===== src/rtl/spclk_pkg.sv =====
package spclk_pkg;

    typedef enum logic {
        CLK_EXTERNAL = 1'b0,
        CLK_INTERNAL = 1'b1
    } clk_src_e;

    typedef struct packed {
        logic     pol;
        clk_src_e src;
    } clk_cfg_t;

    // Bit clock seen by the shifters: fixed active edges inside the block.
    function automatic logic inner_clock(clk_cfg_t c, logic div_q, logic pin_s);
        return (c.src == CLK_INTERNAL) ? div_q : (pin_s ^ c.pol);
    endfunction

    // Level driven toward the clock pin.
    function automatic logic pin_level(clk_cfg_t c, logic div_q);
        return div_q ^ c.pol;
    endfunction

endpackage


===== src/rtl/spclk_sync2.sv =====
module spclk_sync2 #(
    parameter int STAGES = 2
) (
    input  logic clk,
    input  logic rst,
    input  logic d,
    output logic q
);
    logic [STAGES-1:0] chain_q;

    always_ff @(posedge clk) begin
        if (rst) chain_q <= '0;
        else     chain_q <= {chain_q[STAGES-2:0], d};
    end

    assign q = chain_q[STAGES-1];
endmodule


===== src/rtl/spclk_divider.sv =====
module spclk_divider #(
    parameter int DIV_W = 8
) (
    input  logic             clk,
    input  logic             rst,
    input  logic             run,
    input  logic [DIV_W-1:0] limit,
    output logic             q
);
    logic [DIV_W-1:0] cnt_q;
    logic             q_r;

    always_ff @(posedge clk) begin
        if (rst || !run) begin
            cnt_q <= '0;
            q_r   <= 1'b0;
        end else if (cnt_q >= limit) begin
            cnt_q <= '0;
            q_r   <= ~q_r;
        end else begin
            cnt_q <= cnt_q + 1'b1;
        end
    end

    assign q = q_r;
endmodule


===== src/rtl/spclk_clkpath.sv =====
module spclk_clkpath
    import spclk_pkg::*;
#(
    parameter int DIV_W          = 8,
    parameter int SYNC_N         = 2,
    parameter bit STROBE_ON_RISE = 1'b1
) (
    input  logic             clk,
    input  logic             rst,
    input  logic             en,
    input  clk_cfg_t         cfg_in,
    input  logic [DIV_W-1:0] half_in,
    input  logic             pin_in,
    output logic             pin_out,
    output logic             pin_oe,
    output logic             stb
);
    clk_cfg_t         cfg_q;
    logic [DIV_W-1:0] limit_q;
    logic             pin_s;
    logic             div_q;
    logic             bclk;
    logic             prev_q;

    // Configuration is only taken while the direction is idle.
    always_ff @(posedge clk) begin
        if (rst) begin
            cfg_q   <= '{pol: 1'b0, src: CLK_EXTERNAL};
            limit_q <= '0;
        end else if (!en) begin
            cfg_q   <= cfg_in;
            limit_q <= (half_in == '0) ? '0 : half_in - 1'b1;
        end
    end

    spclk_sync2 #(.STAGES(SYNC_N)) u_sync (
        .clk (clk),
        .rst (rst),
        .d   (pin_in),
        .q   (pin_s)
    );

    spclk_divider #(.DIV_W(DIV_W)) u_div (
        .clk   (clk),
        .rst   (rst),
        .run   (en),
        .limit (limit_q),
        .q     (div_q)
    );

    assign bclk = inner_clock(cfg_q, div_q, pin_s);

    always_ff @(posedge clk) begin
        if (rst) prev_q <= 1'b0;
        else     prev_q <= bclk;
    end

    generate
        if (STROBE_ON_RISE) begin : g_rise
            assign stb = en & bclk & ~prev_q;
        end else begin : g_fall
            assign stb = en & ~bclk & prev_q;
        end
    endgenerate

    assign pin_out = pin_level(cfg_q, div_q);
    assign pin_oe  = (cfg_q.src == CLK_INTERNAL);
endmodule


===== src/rtl/spclk_txshift.sv =====
module spclk_txshift #(
    parameter int W = 8
) (
    input  logic         clk,
    input  logic         rst,
    input  logic         en,
    input  logic         load,
    input  logic [W-1:0] word,
    input  logic         shift,
    output logic         dout
);
    logic [W-1:0] sr_q;
    logic         dout_q;

    always_ff @(posedge clk) begin
        if (rst) begin
            sr_q   <= '0;
            dout_q <= 1'b0;
        end else begin
            if (!en) dout_q <= 1'b0;
            if (load) begin
                sr_q <= word;
            end else if (en && shift) begin
                dout_q <= sr_q[W-1];
                sr_q   <= {sr_q[W-2:0], 1'b0};
            end
        end
    end

    assign dout = dout_q;
endmodule


===== src/rtl/spclk_rxshift.sv =====
module spclk_rxshift #(
    parameter int W = 8
) (
    input  logic         clk,
    input  logic         rst,
    input  logic         en,
    input  logic         sample,
    input  logic         din,
    output logic [W-1:0] word,
    output logic         valid
);
    localparam int CNT_W = $clog2(W);

    logic [W-1:0]     sr_q;
    logic [W-1:0]     sr_nx;
    logic [W-1:0]     word_q;
    logic [CNT_W-1:0] cnt_q;
    logic             valid_q;

    always_comb sr_nx = {sr_q[W-2:0], din};

    always_ff @(posedge clk) begin
        if (rst) begin
            sr_q    <= '0;
            word_q  <= '0;
            cnt_q   <= '0;
            valid_q <= 1'b0;
        end else if (!en) begin
            cnt_q   <= '0;
            valid_q <= 1'b0;
        end else begin
            valid_q <= 1'b0;
            if (sample) begin
                sr_q <= sr_nx;
                if (cnt_q == CNT_W'(W - 1)) begin
                    cnt_q   <= '0;
                    word_q  <= sr_nx;
                    valid_q <= 1'b1;
                end else begin
                    cnt_q <= cnt_q + 1'b1;
                end
            end
        end
    end

    assign word  = word_q;
    assign valid = valid_q;
endmodule


===== src/rtl/spclk_frontend.sv =====
module spclk_frontend
    import spclk_pkg::*;
#(
    parameter int DIV_W  = 8,
    parameter int W      = 8,
    parameter int SYNC_N = 2
) (
    input  logic             clk,
    input  logic             rst,
    input  logic             tx_en,
    input  logic             tx_pol,
    input  logic             tx_int,
    input  logic [DIV_W-1:0] tx_half,
    input  logic             tx_clk_in,
    output logic             tx_clk_out,
    output logic             tx_clk_oe,
    input  logic             tx_load,
    input  logic [W-1:0]     tx_word,
    output logic             tx_data_out,
    input  logic             rx_en,
    input  logic             rx_pol,
    input  logic             rx_int,
    input  logic [DIV_W-1:0] rx_half,
    input  logic             rx_clk_in,
    output logic             rx_clk_out,
    output logic             rx_clk_oe,
    input  logic             rx_data_in,
    output logic [W-1:0]     rx_word,
    output logic             rx_valid
);
    localparam int N_DIR = 2;
    localparam int TX    = 0;
    localparam int RX    = 1;

    logic             en_a      [N_DIR];
    clk_cfg_t         cfg_a     [N_DIR];
    logic [DIV_W-1:0] half_a    [N_DIR];
    logic             pin_in_a  [N_DIR];
    logic             pin_out_a [N_DIR];
    logic             oe_a      [N_DIR];
    logic             stb_a     [N_DIR];

    assign en_a[TX]     = tx_en;
    assign en_a[RX]     = rx_en;
    assign cfg_a[TX]    = '{pol: tx_pol, src: clk_src_e'(tx_int)};
    assign cfg_a[RX]    = '{pol: rx_pol, src: clk_src_e'(rx_int)};
    assign half_a[TX]   = tx_half;
    assign half_a[RX]   = rx_half;
    assign pin_in_a[TX] = tx_clk_in;
    assign pin_in_a[RX] = rx_clk_in;

    // Transmit path strobes on rising inner edges, receive path on falling.
    generate
        for (genvar d = 0; d < N_DIR; d++) begin : g_path
            spclk_clkpath #(
                .DIV_W          (DIV_W),
                .SYNC_N         (SYNC_N),
                .STROBE_ON_RISE (d == TX)
            ) u_path (
                .clk     (clk),
                .rst     (rst),
                .en      (en_a[d]),
                .cfg_in  (cfg_a[d]),
                .half_in (half_a[d]),
                .pin_in  (pin_in_a[d]),
                .pin_out (pin_out_a[d]),
                .pin_oe  (oe_a[d]),
                .stb     (stb_a[d])
            );
        end
    endgenerate

    assign tx_clk_out = pin_out_a[TX];
    assign tx_clk_oe  = oe_a[TX];
    assign rx_clk_out = pin_out_a[RX];
    assign rx_clk_oe  = oe_a[RX];

    spclk_txshift #(.W(W)) u_tx (
        .clk   (clk),
        .rst   (rst),
        .en    (tx_en),
        .load  (tx_load),
        .word  (tx_word),
        .shift (stb_a[TX]),
        .dout  (tx_data_out)
    );

    spclk_rxshift #(.W(W)) u_rx (
        .clk    (clk),
        .rst    (rst),
        .en     (rx_en),
        .sample (stb_a[RX]),
        .din    (rx_data_in),
        .word   (rx_word),
        .valid  (rx_valid)
    );
endmodule


===== config.mk =====
export PLATFORM = sky130hd
export DESIGN_NAME = spclk_frontend
export DESIGN_NICKNAME = d
export VERILOG_FILES = /design/src/rtl/spclk_pkg.sv /design/src/rtl/spclk_sync2.sv /design/src/rtl/spclk_divider.sv /design/src/rtl/spclk_clkpath.sv /design/src/rtl/spclk_txshift.sv /design/src/rtl/spclk_rxshift.sv /design/src/rtl/spclk_frontend.sv
export SDC_FILE = /design/constraint.sdc
export NUM_CORES = 1
export LEC_CHECK = 0
export ABC_AREA = 1
export BUFFER_PORTS_ARGS = -buffer_cell sky130_fd_sc_hd__buf_2
export CORE_MARGIN = 2
export CORE_UTILIZATION = 51
export DETAILED_ROUTE_END_ITERATION = 10
export PLACE_DENSITY = 0.75
export SKIP_CTS_REPAIR_TIMING = 1
export SLEW_MARGIN = 10
export SYNTH_ARGS = -nofsm -noshare
export SYNTH_HDL_FRONTEND = slang
export SYNTH_SLANG_ARGS = --single-unit

===== constraint.sdc =====
create_clock -name clk -period 1.4 [get_ports clk]
set_input_delay 0.28 -clock clk [delete_from_list [all_inputs] [get_ports clk]]
set_output_delay 0.28 -clock clk [all_outputs]
set_load 0.01 [all_outputs]

# [Word level (Yosys, flattened, before mapping)]
# Cells that the tools add are included.
[classes] mux=11 eq_ne=1 order_cmp=2 n_bitwise=14 reduce_logical=14 n_addsub=5
[op_table] cell="$mux W8" count=4
[op_table] cell="$add A8 B1 Y8 const B" count=2
[op_table] cell="$ge A8 B8 Y1" count=2
[op_table] cell="$logic_not A8 Y1" count=2
[op_table] cell="$sub A8 B1 Y8 const B" count=2
[op_table] cell="$mux W1" count=6
[op_table] cell="$not A1 Y1" count=6
[op_table] cell="$reduce_or A2 Y1" count=3
[op_table] cell="$and A1 B1 Y1" count=4
[op_table] cell="$xor A1 B1 Y1" count=4
[op_table] cell="$add A3 B1 Y3 const B" count=1
[op_table] cell="$eq A3 B3 Y1 const B" count=1
[op_table] cell="$mux W3" count=1
[op_table] cell="$reduce_and A3 Y1" count=1
[op_table] cell="$reduce_or A3 Y1" count=1
[op_table] cell="$logic_not A1 Y1" count=2
[op_table] cell="$logic_or A1 B1 Y1" count=2
[op_table] cell="$reduce_and A2 Y1" count=1
[op_table] cell="$reduce_bool A2 Y1" count=1
[op_table] cell="$logic_and A1 B1 Y1" count=1
[word_totals] regBits=72 elab_cells=67 output_inout_bits=14 input_bits=36

# [Longest topological paths before layout]
[depth] depth_word=7 depth_mapped=11 depth_no_buf=11

# [Cells and area by module]
# From an unflattened synthesis, not the netlist that was laid out.
[unflattened] cells_unflattened=520 hier_area_um2=3918.8
[modules_own_cells] mod="spclk_divider" area_each_um2=621.8 cells_per_inst=82 n_inst=2
[modules_own_cells] mod="spclk_rxshift" area_each_um2=773.2 cells_per_inst=108 n_inst=1
[modules_own_cells] mod="spclk_clkpath (g_path[1].u_path)" area_each_um2=671.9 cells_per_inst=87 n_inst=1
[modules_own_cells] mod="spclk_clkpath (g_path[0].u_path)" area_each_um2=660.6 cells_per_inst=84 n_inst=1
[modules_own_cells] mod="spclk_txshift" area_each_um2=459.2 cells_per_inst=65 n_inst=1
[modules_own_cells] mod="spclk_sync2" area_each_um2=55.1 cells_per_inst=6 n_inst=2

# [Least setup slack after synthesis]
# Ideal clock, no wire load.
[synth_timing] path_kind="register to register" startpoint="register g_path[0].u_path.u_div.cnt_q[0]" endpoint="register g_path[0].u_path.u_div.cnt_q[7]" path_buffers=0 setup_time_ns=0.073 t_required_ns=1.327 stages_incl_launch_ff=10 period_less_slack_ns=1.341 arrival_time_ns=1.268 path_slack_ns=0.059 cell_sequence="dfxtp_1 inv_2 ha_1 nand2_1 nand3_1 nand2_1 nand2_1 nand2_1 nand3_1 a21oi_1"
[synth_via] elab_chain_len=2 word_cells_on_any_way=3 classes_between="1 x add/sub; 1 x order compare; 1 x reduce/logical"
[synth_rtl] item="start: declaration" line_no="spclk_divider.sv:10" text="logic [DIV_W-1:0] cnt_q;"
[synth_rtl] item="start signal: assignment" line_no="spclk_divider.sv:21" text="cnt_q <= cnt_q + 1'b1;"
[synth_rtl] item="$ge A8 B8 Y1" line_no="spclk_divider.sv:17" text="end else if (cnt_q >= limit) begin"
[synth_rtl] item="$reduce_or A2 Y1 (no line)"
# Several ways; a longest one is shown, not always the timed one.
# A chain may end at the register's enable or synchronous reset.

# [Worst setup path in the final report]
[layout_timing] startpoint="register g_path[0].u_path.u_div.cnt_q[6]" endpoint="register g_path[0].u_path.u_div.q_r"
[layout_via] elab_chain_len=1
[layout_rtl] item="$ge A8 B8 Y1" line_no="spclk_divider.sv:17"
[layout_rtl] item="end signal: assignment" line_no="spclk_divider.sv:19" text="q_r <= ~q_r;"
[layout_rtl] item="end: declaration" line_no="spclk_divider.sv:11" text="logic q_r;"
# No other way between the ends.

==> flow_metrics.env <==
export IMPL_synth_seq_area_share_pct=41.28
export IMPL_reg2reg_from="g_path[0].u_path.u_div.cnt_q[6]$_SDFF_PP0_"
export IMPL_worst_ep_arrival_time_ns=1.66
export IMPL_period_share_pct=99.08
export IMPL_required_ns=1.67
export IMPL_skew_ns=0.01284
export IMPL_cp_common_cell="nand2_1"
export IMPL_min_to="g_path[0].u_path.pin_oe$_SDFFE_PP0N_"
export IMPL_rows=30
export IMPL_io_pins=50
export IMPL_timing_fmax_ghz=0.7209
export IMPL_die_x_um=86.75
export IMPL_multi_input_area_mm2=0.001912
export IMPL_grt_use_total_pct=19.15
export IMPL_overflow=0
export IMPL_n_fill_cell=588
export IMPL_setup_slack_ns=0.01292
export IMPL_synth_top_family_by_area="simple AND/OR/NAND/NOR gates"
export IMPL_netlist_area_mm2=0.003492
export IMPL_path_delay_family="simple AND/OR/NAND/NOR gates"
export IMPL_drv_slew=0
export IMPL_status="completed"
export IMPL_core_mm2=0.006719
export IMPL_synth_area_leader_cell="dfxtp_1"
export IMPL_initial_utilization_pct=51.97
export IMPL_synth_simple_area_share_pct=26.59
export IMPL_avgSynthCellArea_um2=7.847
export IMPL_p_leak_nw=1.960
export IMPL_synth_compound_area_share_pct=9.817
export IMPL_syn_inst=445
export IMPL_cts_sinks=72
export IMPL_clkTransAtPathRegs_ns=0.08
export IMPL_synth_seq_cells=72
export IMPL_die_h_um=86.75
export IMPL_min_path_type="in2reg"
export IMPL_dp_cells=585
export IMPL_min_period_ns=1.387
export IMPL_r2r_end="g_path[0].u_path.u_div.q$_SDFFE_PP0P_"
export IMPL_firstDrtPassIters=6
export IMPL_cts_tree="done"
export IMPL_final_nets=579
export IMPL_whs_ns=0.1345
export IMPL_grt_max_degree=18
export IMPL_vias=3062
export IMPL_crit_path_start_kind="flip-flop"
export IMPL_drv_cap=0
export IMPL_layout_cells_non_filler=604
export IMPL_routedWlPerCell_um=11.60
export IMPL_final_util_pct=64.32
export IMPL_max_stage_delay_ns=0.36
export IMPL_ff2ff_setup_slack_ns=0.01
export IMPL_gp_congestion=0.7718
export IMPL_viasPerCell=5.070
export IMPL_clk_latency_ns=0.34
export IMPL_power_density_mw_per_mm2=1012
export IMPL_areaGrowthSynthToFinish_pct=23.75
export IMPL_clockBufferDepth=2
export IMPL_final_setup_tns_ns=0
export IMPL_drc=0
export IMPL_grt_pass1_vias=2762
export IMPL_path_cells="ha_1, nand2_1, nor2_2, nand2_2, buf_6, nand3_1, nand2_1, nor2_1"
export IMPL_layout_drive_gt1_share_pct=28.63
export IMPL_hold_depth=3
export IMPL_htreeDepth=3
export IMPL_synth_fp_nets=505
export IMPL_hold_viol_final=0
export IMPL_die_area_mm2=0.007526
export IMPL_dp_slack_ns=-0.06408
export IMPL_yosysWarningCount=0
export IMPL_synth_area_leaders="dfxtp_1, nand2_1, ha_1"
export IMPL_worst_path_buf_inv=1
export IMPL_port_buffers=49
export IMPL_rsz0062_at_grt="true"
export IMPL_crit_path_end_kind="flip-flop"
export IMPL_drtIter0Drc=68
export IMPL_muxShareOfSynthArea_pct=0
export IMPL_hpwl_um=5068
export IMPL_timing_slew_headroom_pct=77.43
export IMPL_critPathMaxFanout=3
export IMPL_ir_drop_v=0.0006208
export IMPL_grt_pass1_wl_um=11550
export IMPL_num_antenna_cells=0
export IMPL_r2r_cells=8
export IMPL_ff_latch_area_mm2=0.001446
export IMPL_setup_viol=0
export IMPL_synth_top_area_share_pct=41.28
export IMPL_tightest_slew_ns=0.3381
export IMPL_cts_buffers=9
export IMPL_synthAdderAreaFrac_pct=8.599
export IMPL_cts_root_buf="clkbuf_8"
export IMPL_synthDistinctLibCells=35
export IMPL_antenna_found_initial=0
export IMPL_crit_type="reg2reg"
export IMPL_antenna_left=0
export IMPL_synthXorXnorAreaFrac_pct=5.769
export IMPL_worst_path_max_delay_cell="dfxtp_1"
export IMPL_hold_start="tx_int"
export IMPL_routed_wl_um=7006
-- routing by layer --
layer,global-route usage [%],up-vias,share of wire [%]
met5,0,-,0
met4,6.108,0,1.1
met3,5.714,10,3.8
met2,33.43,58,51
met1,22.51,1419,44
li1,-,1575,-
-- area by class of cell --
class	instances	area share [%]
clock buffer	10	3.185
clock inverter	6	1.534
inverter	62	5.443
tap	80	2.316
sequential	72	33.47
multi-input combinational	305	44.24
timing repair buffer	69	9.815
-- worst max-delay path by stage --
stage	from	end	slack, ns	depth (start not counted)
floorplan	g_path[0].u_path.u_div.cnt_q[0]$_SDFF_PP0_	g_path[0].u_path.u_div.cnt_q[7]$_SDFF_PP0_	0.06	9
global route	g_path[0].u_path.limit_q[5]$_SDFFE_PP0N_	g_path[0].u_path.u_div.q$_SDFFE_PP0P_	-0.05	9
global placement	g_path[0].u_path.u_div.cnt_q[0]$_SDFF_PP0_	g_path[0].u_path.u_div.cnt_q[7]$_SDFF_PP0_	-0.03	9
CTS	g_path[0].u_path.u_div.cnt_q[0]$_SDFF_PP0_	g_path[0].u_path.u_div.cnt_q[7]$_SDFF_PP0_	-0.09	9
finish	g_path[0].u_path.u_div.cnt_q[6]$_SDFF_PP0_	g_path[0].u_path.u_div.q$_SDFFE_PP0P_	0.01	8
detailed placement	g_path[0].u_path.u_div.cnt_q[0]$_SDFF_PP0_	g_path[0].u_path.u_div.cnt_q[7]$_SDFF_PP0_	-0.06	9
-- sequential cells by signal (all words and copies together) (netlist names) --
signal / flops
u_tx.dout: 1
u_rx.word: 8
g_path.u_path.limit_q: 16
g_path.u_path.u_div.q: 2
g_path.u_path.u_sync.chain_q: 4
u_tx.sr_q: 8
u_rx.valid: 1
g_path.u_path.u_div.cnt_q: 16
g_path.u_path.prev_q: 2
g_path.u_path.cfg_q: 2
u_rx.cnt_q: 3
g_path.u_path.pin_oe: 2
u_rx.sr_q: 7
-- cells in the final DEF (no fill, tap or decap), types with 2 or more instances in the layout --
| master | count |
|---|---|
| nand2_1 | 100 |
| xor2_1 | 16 |
| nor2_2 | 6 |
| ha_1 | 18 |
| inv_1 | 53 |
| a21oi_2 | 15 |
| nand3_4 | 4 |
| nand4_1 | 7 |
| buf_12 | 2 |
| o21ai_1 | 2 |
| a21oi_1 | 15 |
| o21ai_2 | 2 |
| nor2_1 | 35 |
| nor3_1 | 2 |
| nand2_2 | 13 |
| nand2_4 | 2 |
| o22ai_1 | 11 |
| dfxtp_1 | 68 |
| ha_4 | 6 |
| o21a_2 | 2 |
| dfxtp_2 | 4 |
| clkinvlp_4 | 3 |
| o21ai_0 | 7 |
| clkbuf_8 | 10 |
| xnor2_1 | 7 |
| buf_4 | 17 |
| inv_2 | 8 |
| nand3_1 | 28 |
| buf_2 | 49 |
-- Yosys cell counts --
cell type / count
nand2_1: 103
dfxtp_1: 72
inv_1: 55
nor2_1: 39
nand3_1: 29
ha_1: 24
a21oi_1: 20
xor2_1: 16
nand2_2: 11
o22ai_1: 11
a21oi_2: 10
inv_2: 7
nand4_1: 7
o21ai_0: 7
xnor2_1: 7
buf_2: 2
nand3_4: 2
nor2_2: 2
nor3_1: 2
o21a_1: 2
o21ai_1: 2
o21ai_2: 2
a22o_1: 1
and3_1: 1
buf_1: 1
buf_12: 1
buf_4: 1
clkbuf_1: 1
nand2_4: 1
nand3_2: 1
nand3b_1: 1
nand4_4: 1
nor2_4: 1
or2_0: 1
or2_1: 1
-- where the power goes --
group / switching, W / internal [W] / leakage [nW] / total [W]
logic: 0.000328 / 0.000231 / 1.28 / 0.000559
clock network: 0.000780 / 0.000874 / 0.0949 / 0.00165
registers: 0.0000388 / 0.00212 / 0.589 / 0.00216
total: 0.00115 / 0.00323 / 1.96 / 0.00437
-- stage by stage --
stage | area, µm² | power [W]
after floorplan | 3492 | 0.002532
after global placement | 3933 | 0.002685
after detailed placement | 3933 | 0.002702
after CTS | 4136 | 0.004345
after global routing | 4322 | 0.004583
final | 4322 | 0.004374
-- cells by family after synthesis --
kind of cell,count (synthesis)
AND/OR/NAND/NOR,203
buffers and inverters,68
flip-flops,72
adder cells (fa/ha/maj),24
AO/OA/AOI/OAI,55
XOR/XNOR,23
-- worst register-to-register path, delay by kind of cell (launching register included) --
kind	cells	cell delay (ns)
buffers and inverters	1	0.13
and+or+nand+nor	6	0.54
DFF	1	0.36
adders and majority gates	1	0.29
No activity file was read; power rests on OpenSTA's default activity.
